<file path="config.mk">
export PLATFORM = sky130hd
export DESIGN_NAME = bcd_updn_digit
export DESIGN_NICKNAME = d
export VERILOG_FILES = /design/src/rtl/bcd_digit_pkg.sv /design/src/rtl/bcd_edge_sync.sv /design/src/rtl/bcd_digit_reg.sv /design/src/rtl/bcd_term_detect.sv /design/src/rtl/bcd_updn_digit.sv
export SDC_FILE = /design/constraint.sdc
export NUM_CORES = 1
export LEC_CHECK = 0
export ABC_AREA = 1
export ABC_CLOCK_PERIOD_IN_PS = 2500
export BUFFER_PORTS_ARGS = -buffer_cell sky130_fd_sc_hd__buf_2
export CAP_MARGIN = 15
export CORE_AREA = 2 2 39 41
export DETAILED_ROUTE_END_ITERATION = 10
export DIE_AREA = 0 0 41 43
export MAX_ROUTING_LAYER = met4
export PLACE_DENSITY = 0.8
export SETUP_SLACK_MARGIN = 0.5
export SLEW_MARGIN = 10
export SYNTH_ARGS = -nofsm -noshare
export SYNTH_HDL_FRONTEND = slang
export SYNTH_SLANG_ARGS = --single-unit
</file>
<file path="constraint.sdc">
create_clock -name clk -period 2.5 [get_ports clk]
set_clock_uncertainty 0.05 [all_clocks]
set_input_delay 0 -clock clk [delete_from_list [all_inputs] [get_ports clk]]
set_output_delay 0 -clock clk [all_outputs]
set_load 0.01 [all_outputs]
</file>
<file path="src/rtl/bcd_digit_pkg.sv">
package bcd_digit_pkg;

  localparam int unsigned DIGIT_W   = 4;
  localparam int unsigned DIGIT_MAX = 9;

  typedef logic [DIGIT_W-1:0] digit_t;

  typedef enum logic [1:0] {
    STEP_NONE = 2'd0,
    STEP_UP   = 2'd1,
    STEP_DN   = 2'd2
  } step_e;

  // Strobe channel indices inside the top-level arrays.
  localparam int unsigned CH_UP = 0;
  localparam int unsigned CH_DN = 1;
  localparam int unsigned N_CH  = 2;

  function automatic digit_t digit_inc(input digit_t v);
    if (v >= digit_t'(DIGIT_MAX)) return '0;
    return v + digit_t'(1);
  endfunction

  function automatic digit_t digit_dec(input digit_t v);
    if (v == '0 || v > digit_t'(DIGIT_MAX)) return digit_t'(DIGIT_MAX);
    return v - digit_t'(1);
  endfunction

endpackage

</file>
<file path="src/rtl/bcd_edge_sync.sv">
module bcd_edge_sync #(
  parameter int unsigned STAGES = 2
) (
  input  logic clk,
  input  logic rst_n,
  input  logic din,
  output logic level,
  output logic rise
);

  logic [STAGES-1:0] chain;
  logic              prev;

  generate
    if (STAGES == 1) begin : g_single
      always_ff @(posedge clk or negedge rst_n) begin
        if (!rst_n) chain <= '1;
        else        chain <= din;
      end
    end else begin : g_multi
      always_ff @(posedge clk or negedge rst_n) begin
        if (!rst_n) chain <= '1;
        else        chain <= {chain[STAGES-2:0], din};
      end
    end
  endgenerate

  assign level = chain[STAGES-1];

  always_ff @(posedge clk or negedge rst_n) begin
    if (!rst_n) prev <= 1'b1;
    else        prev <= level;
  end

  assign rise = level & ~prev;

  AST_RISE_SINGLE: assert property (@(posedge clk) disable iff (!rst_n)
    rise |=> !rise);

endmodule

</file>
<file path="src/rtl/bcd_digit_reg.sv">
module bcd_digit_reg
  import bcd_digit_pkg::*;
(
  input  logic   clk,
  input  logic   rst_n,
  input  logic   clr,
  input  logic   load_n,
  input  digit_t preset,
  input  logic   up_rise,
  input  logic   dn_rise,
  output digit_t q
);

  step_e step;

  always_comb begin
    step = STEP_NONE;
    if (up_rise && !dn_rise)      step = STEP_UP;
    else if (dn_rise && !up_rise) step = STEP_DN;
  end

  always_ff @(posedge clk or negedge rst_n) begin
    if (!rst_n) begin
      q <= '0;
    end else if (clr) begin
      q <= '0;
    end else if (!load_n) begin
      q <= preset;
    end else begin
      unique case (step)
        STEP_UP: q <= digit_inc(q);
        STEP_DN: q <= digit_dec(q);
        default: q <= q;
      endcase
    end
  end

  AST_CLR_ZERO: assert property (@(posedge clk) disable iff (!rst_n)
    clr |=> (q == '0));
  AST_LOAD_TAKE: assert property (@(posedge clk) disable iff (!rst_n)
    (!clr && !load_n) |=> (q == $past(preset)));
  AST_HOLD_IDLE: assert property (@(posedge clk) disable iff (!rst_n)
    (!clr && load_n && !up_rise && !dn_rise) |=> $stable(q));
  AST_BOTH_HOLD: assert property (@(posedge clk) disable iff (!rst_n)
    (!clr && load_n && up_rise && dn_rise) |=> $stable(q));
  AST_UP_WRAP: assert property (@(posedge clk) disable iff (!rst_n)
    (!clr && load_n && up_rise && !dn_rise && q == digit_t'(DIGIT_MAX)) |=> (q == '0));
  AST_DN_WRAP: assert property (@(posedge clk) disable iff (!rst_n)
    (!clr && load_n && dn_rise && !up_rise && q == '0) |=> (q == digit_t'(DIGIT_MAX)));
  AST_ILLEGAL_UP: assert property (@(posedge clk) disable iff (!rst_n)
    (!clr && load_n && up_rise && !dn_rise && q > digit_t'(DIGIT_MAX)) |=> (q == '0));

endmodule

</file>
<file path="src/rtl/bcd_term_detect.sv">
module bcd_term_detect
  import bcd_digit_pkg::*;
(
  input  digit_t q,
  input  logic   up_level,
  input  logic   dn_level,
  output logic   carry_n,
  output logic   borrow_n
);

  logic at_max;
  logic at_zero;

  assign at_max   = (q == digit_t'(DIGIT_MAX));
  assign at_zero  = (q == '0);
  assign carry_n  = ~(at_max  & ~up_level);
  assign borrow_n = ~(at_zero & ~dn_level);

endmodule

</file>
<file path="src/rtl/bcd_updn_digit.sv">
module bcd_updn_digit
  import bcd_digit_pkg::*;
#(
  parameter int unsigned SYNC_STAGES = 2
) (
  input  logic               clk,
  input  logic               rst_n,
  input  logic               clr,
  input  logic               load_n,
  input  logic [DIGIT_W-1:0] preset,
  input  logic               up_in,
  input  logic               dn_in,
  output logic [DIGIT_W-1:0] q,
  output logic               carry_n,
  output logic               borrow_n
);

  logic [N_CH-1:0] strobe_raw;
  logic [N_CH-1:0] strobe_lvl;
  logic [N_CH-1:0] strobe_rise;

  assign strobe_raw[CH_UP] = up_in;
  assign strobe_raw[CH_DN] = dn_in;

  generate
    for (genvar ch = 0; ch < N_CH; ch++) begin : g_sync
      bcd_edge_sync #(.STAGES(SYNC_STAGES)) u_sync (
        .clk   (clk),
        .rst_n (rst_n),
        .din   (strobe_raw[ch]),
        .level (strobe_lvl[ch]),
        .rise  (strobe_rise[ch])
      );
    end
  endgenerate

  bcd_digit_reg u_reg (
    .clk     (clk),
    .rst_n   (rst_n),
    .clr     (clr),
    .load_n  (load_n),
    .preset  (preset),
    .up_rise (strobe_rise[CH_UP]),
    .dn_rise (strobe_rise[CH_DN]),
    .q       (q)
  );

  bcd_term_detect u_term (
    .q        (q),
    .up_level (strobe_lvl[CH_UP]),
    .dn_level (strobe_lvl[CH_DN]),
    .carry_n  (carry_n),
    .borrow_n (borrow_n)
  );

  // A carry release at 9 must be followed by the wrap to 0 (cascade hand-off).
  AST_CARRY_HANDOFF: assert property (@(posedge clk) disable iff (!rst_n)
    (!clr && load_n && $rose(carry_n) && q == DIGIT_W'(DIGIT_MAX) && !strobe_rise[CH_DN])
      |=> (q == '0));
  AST_BORROW_HANDOFF: assert property (@(posedge clk) disable iff (!rst_n)
    (!clr && load_n && $rose(borrow_n) && q == '0 && !strobe_rise[CH_UP])
      |=> (q == DIGIT_W'(DIGIT_MAX)));

endmodule

</file>
=== After elaboration in Yosys (flattened, before gate mapping) ===
Cells that the tools add are included.

* Register bits after elaboration: 10
* Input bits: 10

* Add/subtract/negate cells: 2
* Order comparisons: 2
* Equality and inequality tests: 4
* Multiplexer cells: 17
* Bitwise gates (word level): 10
* Reductions and logical operators: 6

{| class="wikitable"
|+ Operators by type and width
! operator !! number
|-
| $mux 4 || 6
|-
| $mux 1 || 8
|-
| $pmux 4 s2 || 1
|-
| $not 1->1 || 6
|-
| $add 4x1->4 const B || 1
|-
| $and 1x1->1 || 4
|-
| $eq 4x4->1 const B || 1
|-
| $ge 4x4->1 const B || 1
|-
| $gt 4x4->1 const B || 1
|-
| $logic_not 4->1 || 1
|-
| $mux 2 || 2
|-
| $ne 4x2->1 const B || 1
|-
| $sub 4x1->4 const B || 1
|-
| $eq 2x1->1 const B || 1
|-
| $eq 2x2->1 const B || 1
|-
| $logic_and 1x1->1 || 2
|-
| $logic_not 1->1 || 2
|-
| $logic_or 1x1->1 || 1
|}

=== Longest topological paths before layout ===
Gate-level depths: netlist (run 1).

* Word-level depth: 14
* Depth in mapped cells: 13
* Depth with buffers taken out: 13

=== Modules after synthesis ===
From an unflattened synthesis (run 1), not the netlist that was laid out.

* Cell total of the unflattened synthesis: 104
* Area total of the unflattened synthesis: 715.7 µm²

{| class="wikitable"
|+ By module, submodules not included
! module !! instances !! cells each !! area each (µm²)
|-
| bcd_digit_reg || 1 || 85 || 499.2
|-
| bcd_edge_sync || 2 || 5 || 88.8
|-
| bcd_term_detect || 1 || 9 || 38.8
|}

=== Worst setup path before layout (run 1) ===
Ideal clock, no wire load.

* Path type: register to register
* From: register g_sync[0].u_sync.chain[1]
* To: register u_reg.q[2]
* Library setup time: 116 ps
* Arrival: 1563 ps
* Data required time: 2334 ps
* Setup slack: 770 ps
* Cell stages (with the launch flop): 14
* Path buffers: 0
* Clock period less this slack: 1730 ps
* Cell sequence: dfstp_2 > inv_1 > or2_2 > ha_1 > inv_1 > nand2_1 > nand2_1 > nand2_1 > nand2_1 > inv_1 > nand3_1 > nand2_1 > nand2_1 > nand2_1

* Cells in the longest elaborated chain, start to end: 9
* Elaborated cells on any way between the ends: 12
* Classes of those cells: eq/ne: 3; mux: 5; bitwise: 1; reduce/logical: 3

{| class="wikitable"
|+ RTL lines
! item !! line !! source
|-
| start: declaration || bcd_edge_sync.sv:11 || <nowiki>logic [STAGES-1:0] chain;</nowiki>
|-
| start signal: assignment || bcd_edge_sync.sv:23 || <nowiki>else chain <= {chain[STAGES-2:0], din};</nowiki>
|-
| $and 1x1->1 * || bcd_edge_sync.sv:35 || <nowiki>assign rise = level & ~prev;</nowiki>
|-
| $logic_not 1->1 || bcd_digit_reg.sv:19 || <nowiki>else if (dn_rise && !up_rise) step = STEP_DN;</nowiki>
|-
| $logic_and 1x1->1 || bcd_digit_reg.sv:19 ||
|-
| $mux 2 || bcd_digit_reg.sv:19 ||
|-
| $mux 2 * || bcd_digit_reg.sv:18 || <nowiki>if (up_rise && !dn_rise) step = STEP_UP;</nowiki>
|-
| $eq 2x2->1 / $eq 2x1->1 (equally long branches) || n/a ||
|-
| $pmux 4 s2 || bcd_digit_reg.sv:30 || <nowiki>unique case (step)</nowiki>
|-
| $mux 4 || bcd_digit_reg.sv:27 || <nowiki>end else if (!load_n) begin</nowiki>
|-
| $mux 4 || bcd_digit_reg.sv:25 || <nowiki>end else if (clr) begin</nowiki>
|-
| end signal: assignment || bcd_digit_reg.sv:28 || <nowiki>q <= preset;</nowiki>
|-
| end signal: assignment || bcd_digit_reg.sv:31 || <nowiki>STEP_UP: q <= digit_inc(q);</nowiki>
|-
| end signal: assignment || bcd_digit_reg.sv:32 || <nowiki>STEP_DN: q <= digit_dec(q);</nowiki>
|-
| end: declaration || bcd_digit_reg.sv:11 || <nowiki>output digit_t q</nowiki>
|}

Mark *: on every way between the ends. The rest lies on a longest branch, timed or not.
A chain may end at the register's enable or synchronous reset.

=== Worst setup path in the final report (run 1) ===
Ends and elaborated chain as after synthesis.

==> results.yml, run 1 <==
floorplanning:
  std_cell_rows: 14
  io_pins: 16
  die_y_um: 43
  coreArea_um2: 1380
  dieArea_um2: 1760
  die_w_um: 41
  initial_core_util_pct: 48.9
detailed_routing:
  drt-met1-wl_um: 604
  firstDrtPassIters: 4
  routedWlPerCell_um: 9.98
  vias: 632
  vias_per_cell: 4.75
  wl_met2_um: 662
  route.top_layer_used: "met3"
  drc: 0
  wl_um: 1330
  ant_nets: 0
  drt_iter0_drc: 17
  wl_met3_um: 62
outcome:
  outcome: "completed"
finish:
  multi_input_area_um2: 363
  fill_cells: 137
  antenna_cells: 0
  regArea_um2: 258
  final_common_cell: "nand2_1"
  areaGrowthSynthToFinish_pct: 22.6
  layout-drive-gt1-share_pct: 28.2
  final_cell_mix: "nand2_1 (37), buf_2 (15), nor2_1 (13)"
  nets: 133
sta:
  slew_violations: 0
  final_hold_viol_count: 0
  min_period_ns: 1.85
  max_slew_margin_pct: 79.9
  rsz0062_at_grt: "no"
  setup_tns_ns: 0
  timing.fmax_ghz: 0.540
  finalSetupViolations: 0
  final.period_utilization_pct: 74.1
  tightest_slew_ns: 0.302
logic_synthesis:
  syn_nets: 111
  synthCells: 96
  synth_area_leaders: "dfstp_2 (23%), nand2_1 (21%), dfrtp_1 (15%), ha_1 (9.2%), nor2_1 (7.2%)"
  synth_largest_area_cell: "dfstp_2"
  yosys_warnings: 0
  synth_cell_types: 17
  ys_ff_latch: 10
  synth_top_cell_area_share_pct: 23.3
  synth_area_um2: 677
  syn_area_per_cell_um2: 7.05
  synth_seq_area_share_pct: 38.1
hold_path:
  hold_start: "preset[1]"
  hp-class: "primary input to flop"
clocking:
  cts_num_sinks: 10
  cts_buffer_depth: 2
  numCtsBuffers: 3
  cts_resized: 0
  cts_tree: "done"
  clk_latency_ns: 0.26
  cts_max_level: 1
  cts_root_buf: "clkbuf_4"
  clk_pin_slew_worst_paths_ns: 0.07
worst_setup_path:
  r2r_slack_ns: 0.65
  cp.arrival_ns: 1.96
  crit_end: "u_reg.q[2]$_DFFE_PN0P_"
  reg2regPathDepth: 13
  worstSetupStartpoint: "g_sync[0].u_sync.chain[1]$_DFF_PN1_"
  required_ns: 2.60
  startpoint_type: "flop"
  worst-setup-path-type: "flop to flop"
  critical_path.reg2reg.startpoint: "g_sync[0].u_sync.chain[1]$_DFF_PN1_"
  critPathMaxFanout: 6
  worst_setup_path_end_kind: "flop"
  reg2reg_to: "u_reg.q[2]$_DFFE_PN0P_"
pwr:
  seqPwrFrac_pct: 41.4
  p_sw_w: 0.000149
  power_w: 0.000468
  p_per_area_nw_per_um2: 564
  pwr-share-comb_pct: 27.6
  cellLeakagePower_nw: 0.462
  internal_power_w: 0.000319
  power_frac_clock_pct: 30.9
  switching_share_pct: 31.9
  ir_drop_uv: 303
placement:
  place_congestion: 0.804
  portBuffers: 15
  hpwl_um: 1050
global_route:
  grt_pass1_vias: 519
  antenna_found_initial: 0
  grt_max_degree: 11
  grt_usage_pct: 17.0
  grt_pass1_wl_um: 2050
  grt_overflow: 0
run:
  drv_cap: 0
[kinds of logic (layout without fill, tap and decap cells)]
| group | count (synthesis) | after routing | share of synthesized area [%] |
|---|---|---|---|
| flip-flops | 10 | 10 | 38.1 |
| buffers and inverters | 12 | 33 | 8.32 |
| AO/OA/AOI/OAI | 2 | 2 | 1.48 |
| adder cells (fa/ha/maj) | 5 | 5 | 9.24 |
| AND/OR/NAND/NOR | 67 | 67 | 42.9 |
[sequential cells by signal, summed over array words and instances (netlist names)]
register             count
g_sync.u_sync.chain      4
g_sync.u_sync.prev       2
u_reg.q                  4
[critical path, stage by stage (launching register included)]
cell     delay [ns]
dfstp_2        0.53
inv_1          0.04
or2_2          0.26
ha_1           0.27
inv_1          0.11
nand2_1        0.07
nand2_1        0.06
nand2_1        0.04
nand2_1        0.06
inv_1          0.03
nand3_1        0.06
nand2_1        0.05
nand2_1        0.05
nand2_1        0.05
[power by group through the flow]
stage,sequential [W],combinational [W],clock (W)
after floorplan,0.000194,0.0000927,0
after global placement,0.000196,0.000122,0
after detailed placement,0.000197,0.000125,0
after CTS,0.000194,0.000130,0.000149
after global routing,0.000197,0.000146,0.000156
final,0.000194,0.000129,0.000145
[through the flow]
stage / utilization (%) / hold WS [ns] / instance area (um2) / std cells / worst slack, ns
CTS: 59.9 / 0.0199 / 830 / 133 / 0.631
finish: 59.9 / 0.0173 / 830 / 133 / 0.647
global placement: 54.4 / -0.188 / 753 / 125 / 0.683
global route: 59.9 / 0.0314 / 830 / 133 / 0.509
detailed placement: 54.4 / -0.180 / 753 / 125 / 0.645
floorplan: - / -0.346 / 677 / 96 / 0.770
[worst min path at each step]
stage | slack, ns | cells after the start | end
after floorplan | -0.35 | 0 | u_reg.q[0]$_DFFE_PN0P_
after global placement | -0.19 | 1 | u_reg.q[0]$_DFFE_PN0P_
after detailed placement | -0.18 | 1 | u_reg.q[0]$_DFFE_PN0P_
after CTS | 0.02 | 5 | u_reg.q[1]$_DFFE_PN0P_
after global routing | 0.03 | 5 | u_reg.q[1]$_DFFE_PN0P_
final | 0.02 | 5 | u_reg.q[1]$_DFFE_PN0P_
[layer usage]
layer,GRT usage (%),up-vias
li1,-,339
met1,22.5,274
met2,27.2,19
met3,1.57,0
met4,4.00,0
met5,-,-
[Yosys cell counts]
| library cell | number |
|---|---|
| dfrtp_1 | 4 |
| buf_6 | 1 |
| nand2_2 | 3 |
| buf_4 | 1 |
| a21oi_1 | 1 |
| ha_1 | 5 |
| o21ai_1 | 1 |
| nand4_1 | 1 |
| dfstp_2 | 6 |
| nor2_1 | 13 |
| nand2_1 | 37 |
| nor2_2 | 1 |
| or2_2 | 1 |
| inv_1 | 9 |
| nand3_1 | 9 |
| inv_2 | 1 |
| nand3_2 | 2 |
[timing repair]
item | CTS | global route
endpoints found under the setup margin | 0 | 0
endpoints found under the hold margin | 16 | 0
hold buffers | 4 | 0
buffers inserted | 0 | 0
[cell type report]
cell class | count | area share [%]
timing repair buffer | 19 | 13.9
inverter | 10 | 4.52
multi-input combinational | 74 | 43.7
tap | 16 | 2.41
clock buffer | 4 | 4.37
sequential | 10 | 31.1
Power figures use the tool's default switching activity.
==> run 2, diff against run 1 <==
ABC_CLOCK_PERIOD_IN_PS = 1800   (was 2500)
CORE_AREA = not set   (was 2 2 39 41)
CORE_UTILIZATION = 50   (was not set)
DIE_AREA = not set   (was 0 0 41 43)
PLACE_DENSITY = 0.79   (was 0.8)
clock period = 1.8 ns   (was 2.5 ns; I/O delays follow)
==> run 2 against run 1 <==
Compared with the run above: clock power up 38%; non-clock buffer count increased by 9; first-iteration DRC count unchanged; worst hold slack lost 0.0039 ns; highest routed layer is now met4; cell count up 5.3%; power up 53%; critical endpoint unchanged.
==> results.yml, run 2 (same netlist as run 1, synthesis figures left out) <==
outcome:
  outcome: "completed"
floorplanning:
  coreArea_um2: 1190
  die_w_um: 38.8
  initial_core_util_pct: 57.1
  dieArea_um2: 1510
  io_pins: 16
  std_cell_rows: 12
  die_y_um: 38.8
sta:
  setup_tns_ns: 0
  final_hold_viol_count: 0
  min_period_ns: 1.78
  whs_ns: 0.0135
  slew_violations: 0
  finalSetupViolations: 0
  rsz0062_at_grt: "yes"
  final.period_utilization_pct: 98.9
  tightest_slew_ns: 0.264
  max_slew_margin_pct: 82.4
  timing.fmax_ghz: 0.562
worst_setup_path:
  startpoint_type: "flop"
  cp.arrival_ns: 1.89
  worst-setup-path-type: "flop to flop"
  critPathMaxFanout: 3
  required_ns: 1.91
  worst_setup_path_end_kind: "flop"
detailed_routing:
  routedWlPerCell_um: 12.5
  firstDrtPassIters: 4
  drt_iter0_drc: 17
  drc: 0
  ant_nets: 0
  vias_per_cell: 5.02
  wl_um: 1760
  vias: 703
finish:
  multi_input_area_um2: 417
  layout-drive-gt1-share_pct: 47.6
  regArea_um2: 262
  nets: 142
  top_regs: "g_sync.u_sync.chain (4), u_reg.q (4), g_sync.u_sync.prev (2)"
  fill_cells: 78
  areaGrowthSynthToFinish_pct: 42.0
  fin_area_um2: 961
  instances_no_fill: 140
  antenna_cells: 0
  final_cell_mix: "nand2_1 (34), buf_2 (15), nor2_1 (11)"
  final_common_cell: "nand2_1"
global_route:
  grt_pass1_wl_um: 2550
  antenna_found_initial: 0
  grt_pass1_vias: 657
  grt_max_degree: 11
  grt-busiest-layer: "met2"
  grt_usage_pct: 27.4
  grt_util_met3_pct: 5.20
  met1_usage_pct: 28.2
  grt_overflow: 0
  use_met2_pct: 44.2
pwr:
  ir_drop_uv: 792
  p_per_area_nw_per_um2: 746
  cellLeakagePower_nw: 0.503
placement:
  dp_cells: 123
  placed_area_um2: 773
  hpwl_um: 1030
  portBuffers: 15
  place_congestion: 0.799
run:
  drv_cap: 0
clocking:
  clk_pin_slew_worst_paths_ns: 0.07
  cts_num_sinks: 10
  cts_tree: "done"
  cts_buffer_depth: 2
  cts_root_buf: "clkbuf_4"
  cts_max_level: 1
  numCtsBuffers: 3
  clk_latency_ns: 0.27
hold_path:
  hp-class: "primary input to flop"
==> run 2: cell count changes in the layout (fill, tap and decap cells not counted), sizes merged <==
cell         previous run  this run
dlygate4sd3             4         5
buf                    15        23
==> run 2: final cells by class <==
cell class,count,area share (%)
Multi-Input combinational cell,74,43.4
Sequential cell,10,27.2
Timing Repair Buffer,28,19.7
Inverter,10,4.17
Clock buffer,4,3.78
Tap cell,14,1.82
==> run 2: repair_timing <==
action / 4_1_cts / 5_1_grt
gates resized for setup: 9 / 6
endpoints found under the hold margin: 16 / 0
hold buffers: 5 / 0
buffers inserted: 6 / 2
setup endpoints to repair: 6 / 6
pin swaps: 2 / 4
==> run 2: power breakdown <==
part | total (W) | switching (W) | internal (W) | leakage [nW]
Sequential | 0.000269 | 0.0000211 | 0.000248 | 0.111
Combinational | 0.000247 | 0.000140 | 0.000108 | 0.371
Clock | 0.000200 | 0.0000776 | 0.000123 | 0.0210
==> run 2: per-stage QoR <==
step                      total power [W]  worst slack (ns)  util [%]
after global routing             0.000760           -0.0551      81.0
after floorplan                  0.000406             0.227         -
after detailed placement         0.000457             0.141      65.2
final                            0.000717            0.0201      81.0
after CTS                        0.000701             0.143      78.0
after global placement           0.000449             0.149      65.2
==> run 2: path summary, 6_finish.rpt <==
check / start / endpoint / slack, ns / cells after the start
setup reg to reg: g_sync[0].u_sync.chain[1]$_DFF_PN1_ / u_reg.q[2]$_DFFE_PN0P_ / 0.02 / 13
setup / recovery: g_sync[0].u_sync.chain[1]$_DFF_PN1_ / u_reg.q[2]$_DFFE_PN0P_ / 0.02 / 13
max in group asynchronous: rst_n / g_sync[0].u_sync.chain[0]$_DFF_PN1_ / 1.38 / 2
hold reg to reg: g_sync[0].u_sync.chain[0]$_DFF_PN1_ / g_sync[0].u_sync.chain[1]$_DFF_PN1_ / 0.30 / 0
min in group asynchronous: rst_n / u_reg.q[3]$_DFFE_PN0P_ / 0.07 / 2
hold / removal: preset[3] / u_reg.q[3]$_DFFE_PN0P_ / 0.01 / 5
==> run 2: per-layer routing <==
metal	wire length [um]	vias to the layer above
li1	-	356
met1	701	314
met2	895	22
met3	58	11
met4	99	0
met5	0	-
==> run 2: critical path, stage by stage, from the launching register on <==
cell,delay (ns)
dfstp_2,0.53
inv_2,0.04
or2_4,0.23
ha_4,0.17
inv_2,0.06
nand2_2,0.05
nand2_1,0.06
nand2_1,0.07
nand2_1,0.11
inv_1,0.05
nand3_1,0.07
nand2_1,0.05
nand2_1,0.06
nand2_1,0.05
==> run 3, diff against run 2 <==
ABC_AREA = not set   (was 1)
CORE_AREA = 2 2 39 41   (was not set)
CORE_UTILIZATION = not set   (was 50)
DIE_AREA = 0 0 41 43   (was not set)
PLACE_DENSITY = 0.76   (was 0.79)
RECOVER_POWER = 100   (was not set)
==> run 3 against run 2 <==
Compared with the run above: sequential power fell by 3%; synthesized cell count fell by 34%; sequential share of layout area fell by 3.3 points; critical path depth fell by 7; highest routed layer unchanged; non-clock buffer count rose by 8.
==> results.yml, run 3 <==
outcome:
  outcome: "completed"
clocking:
  clk_pin_slew_worst_paths_ns: 0.06
  clk_latency_ns: 0.26
  numCtsBuffers: 3
  cts_tree: "done"
  cts_buffer_depth: 2
  cts_max_level: 1
  cts_root_buf: "clkbuf_4"
  cts_num_sinks: 10
detailed_routing:
  firstDrtPassIters: 4
  drt_iter0_drc: 7
  wl_um: 1850
  routedWlPerCell_um: 15.5
  vias: 669
  ant_nets: 0
  drc: 0
  vias_per_cell: 5.62
sta:
  tightest_slew_ns: 0.486
  min_period_ns: 1.77
  timing.fmax_ghz: 0.566
  final_hold_viol_count: 0
  whs_ns: 0.0122
  slew_violations: 0
  rsz0062_at_grt: "yes"
  timing.final.ws_setup_ns: 0.0327
  final.period_utilization_pct: 98.2
  max_slew_margin_pct: 67.6
  finalSetupViolations: 0
global_route:
  grt_overflow: 0
  grt_max_degree: 11
  grt_pass1_wl_um: 2610
  antenna_found_initial: 0
  grt_pass1_vias: 590
  grt_usage_pct: 22.2
worst_setup_path:
  r2r_slack_ns: 0.03
  startpoint_type: "flop"
  reg2regPathDepth: 6
  crit_end: "u_reg.q[0]$_DFFE_PN0P_"
  required_ns: 1.93
  critical_path.reg2reg.startpoint: "u_reg.q[0]$_DFFE_PN0P_"
  worst-setup-path-type: "flop to flop"
  cp.arrival_ns: 1.90
  reg2reg_to: "u_reg.q[0]$_DFFE_PN0P_"
  worstSetupStartpoint: "u_reg.q[0]$_DFFE_PN0P_"
  worst_setup_path_end_kind: "flop"
  critPathMaxFanout: 4
pwr:
  p_sw_w: 0.000212
  seqPwrFrac_pct: 36.1
  cellLeakagePower_nw: 0.480
  switching_share_pct: 29.3
  power_frac_clock_pct: 26.8
  p_per_area_nw_per_um2: 668
  pwr-share-comb_pct: 37.2
  power_w: 0.000725
  ir_drop_uv: 683
  internal_power_w: 0.000513
logic_synthesis:
  syn_nets: 78
  synth_edf_count: 0
  synth_area_um2: 626
  ys_ff_latch: 10
  syn_area_per_cell_um2: 9.93
  synthCells: 63
  yosys_warnings: 0
  synth_area_leaders: "dfstp_2 (25%), dfrtp_1 (16%), ha_1 (10%), nand2b_1 (4.0%), inv_1 (3.6%)"
  synth_common_cells: "dfstp_2 (6), inv_1 (6), ha_1 (5)"
  synth_seq_area_share_pct: 41.2
  synthArstFlopShare_pct: 100
  synth_cell_types: 32
  synth_top_flop_cell: "dfstp_2"
  synth_largest_area_cell: "dfstp_2"
  synth_top_cell_area_share_pct: 25.2
finish:
  antenna_cells: 0
  final_common_cell: "buf_2"
  areaGrowthSynthToFinish_pct: 73.6
  instances_no_fill: 119
  final_cell_mix: "buf_2 (13), buf_4 (10), dlygate4sd3_1 (6)"
  nets: 119
  top_regs: "g_sync.u_sync.chain (4), u_reg.q (4), g_sync.u_sync.prev (2)"
  layout-drive-gt1-share_pct: 64.1
placement:
  dp_cells: 97
  place_congestion: 0.856
  portBuffers: 15
  hpwl_um: 994
  dp_slack_ns: 0.0149
floorplanning:
  die_w_um: 41
  dieArea_um2: 1760
  coreArea_um2: 1380
  initial_core_util_pct: 45.2
  die_y_um: 43
  std_cell_rows: 14
  io_pins: 16
hold_path:
  hp-class: "primary input to flop"
  hold_start: "preset[0]"
run:
  drv_cap: 0
run 3: changes by cell type after synthesis, moves of 3 or more:
cell and change:
inv_1 -3, a21oi_1 +3, nand3_1 -9, nor2_1 -9, o21ai_0 +4, nand2b_1 +4
nand2_1 -36, nand2_2 -3
run 3: worst min path at each step:
stage / end / slack, ns / cells past startpoint
after floorplan: u_reg.q[0]$_DFFE_PN0P_ / -0.35 / 0
after global placement: u_reg.q[3]$_DFFE_PN0P_ / -0.19 / 1
after detailed placement: u_reg.q[3]$_DFFE_PN0P_ / -0.18 / 1
after CTS: u_reg.q[0]$_DFFE_PN0P_ / 0.005 / 3
after global routing: u_reg.q[0]$_DFFE_PN0P_ / 0.007 / 3
final: u_reg.q[0]$_DFFE_PN0P_ / 0.01 / 3
run 3: timing repair:
item	in CTS	in global routing
pin swaps	5	6
buffers inserted	3	9
hold endpoints to repair	15	0
setup endpoints to repair	6	6
resized for setup	7	22
hold buffers	6	0
run 3: kinds of logic after synthesis:
logic type	after synthesis	share of synthesized area [%]
compound gates	21	23.2
fa+ha+maj	5	10.0
buf+inv	6	3.60
flops	10	41.2
mux	1	1.60
simple gates	20	20.4
run 3: metrics by stage:
stage | instance area (um2) | util, % | TNS, ns
finish | 1090 | 78.5 | 0
global route | 1090 | 78.5 | -0.0265
CTS | 930 | 67.2 | 0
detailed placement | 776 | 56.1 | 0
global placement | 776 | 56.1 | 0
floorplan | 658 | - | 0
run 3: critical path: stages, from the launching register on:
cell	delay (ns)
dfrtp_2	0.46
inv_4	0.08
ha_4	0.12
or3b_4	0.39
a21o_1	0.16
a221o_1	0.30
a21oi_2	0.13
run 3: power by group through the flow:
| stage | clock, W | combinational (W) | sequential (W) |
|---|---|---|---|
| 3_5_place_dp | 0 | 0.000162 | 0.000264 |
| 3_3_place_gp | 0 | 0.000161 | 0.000263 |
| 6_report | 0.000194 | 0.000270 | 0.000262 |
| 2_1_floorplan | 0 | 0.0000992 | 0.000269 |
| 4_1_cts | 0.000202 | 0.000194 | 0.000261 |
| 5_1_grt | 0.000222 | 0.000290 | 0.000264 |
run 3: area by class of cell:
cell class	instances	area (um2)
multi-input combinational	47	482
fill	86	298
sequential	10	260
timing repair buffer	36	260
clock buffer	4	36.3
inverter	6	27.5
tap	16	20.0
run 3: layer usage:
layer  vias to the layer above  part of all wire (%)  wire length, um  GRT usage, %
met1                       323                    42              769          26.7
met5                         -                     0                0             -
met2                        25                    52              961          37.5
met4                         0                   2.0               37          2.67
li1                        317                     -                -             -
met3                         4                   4.2               78          4.71
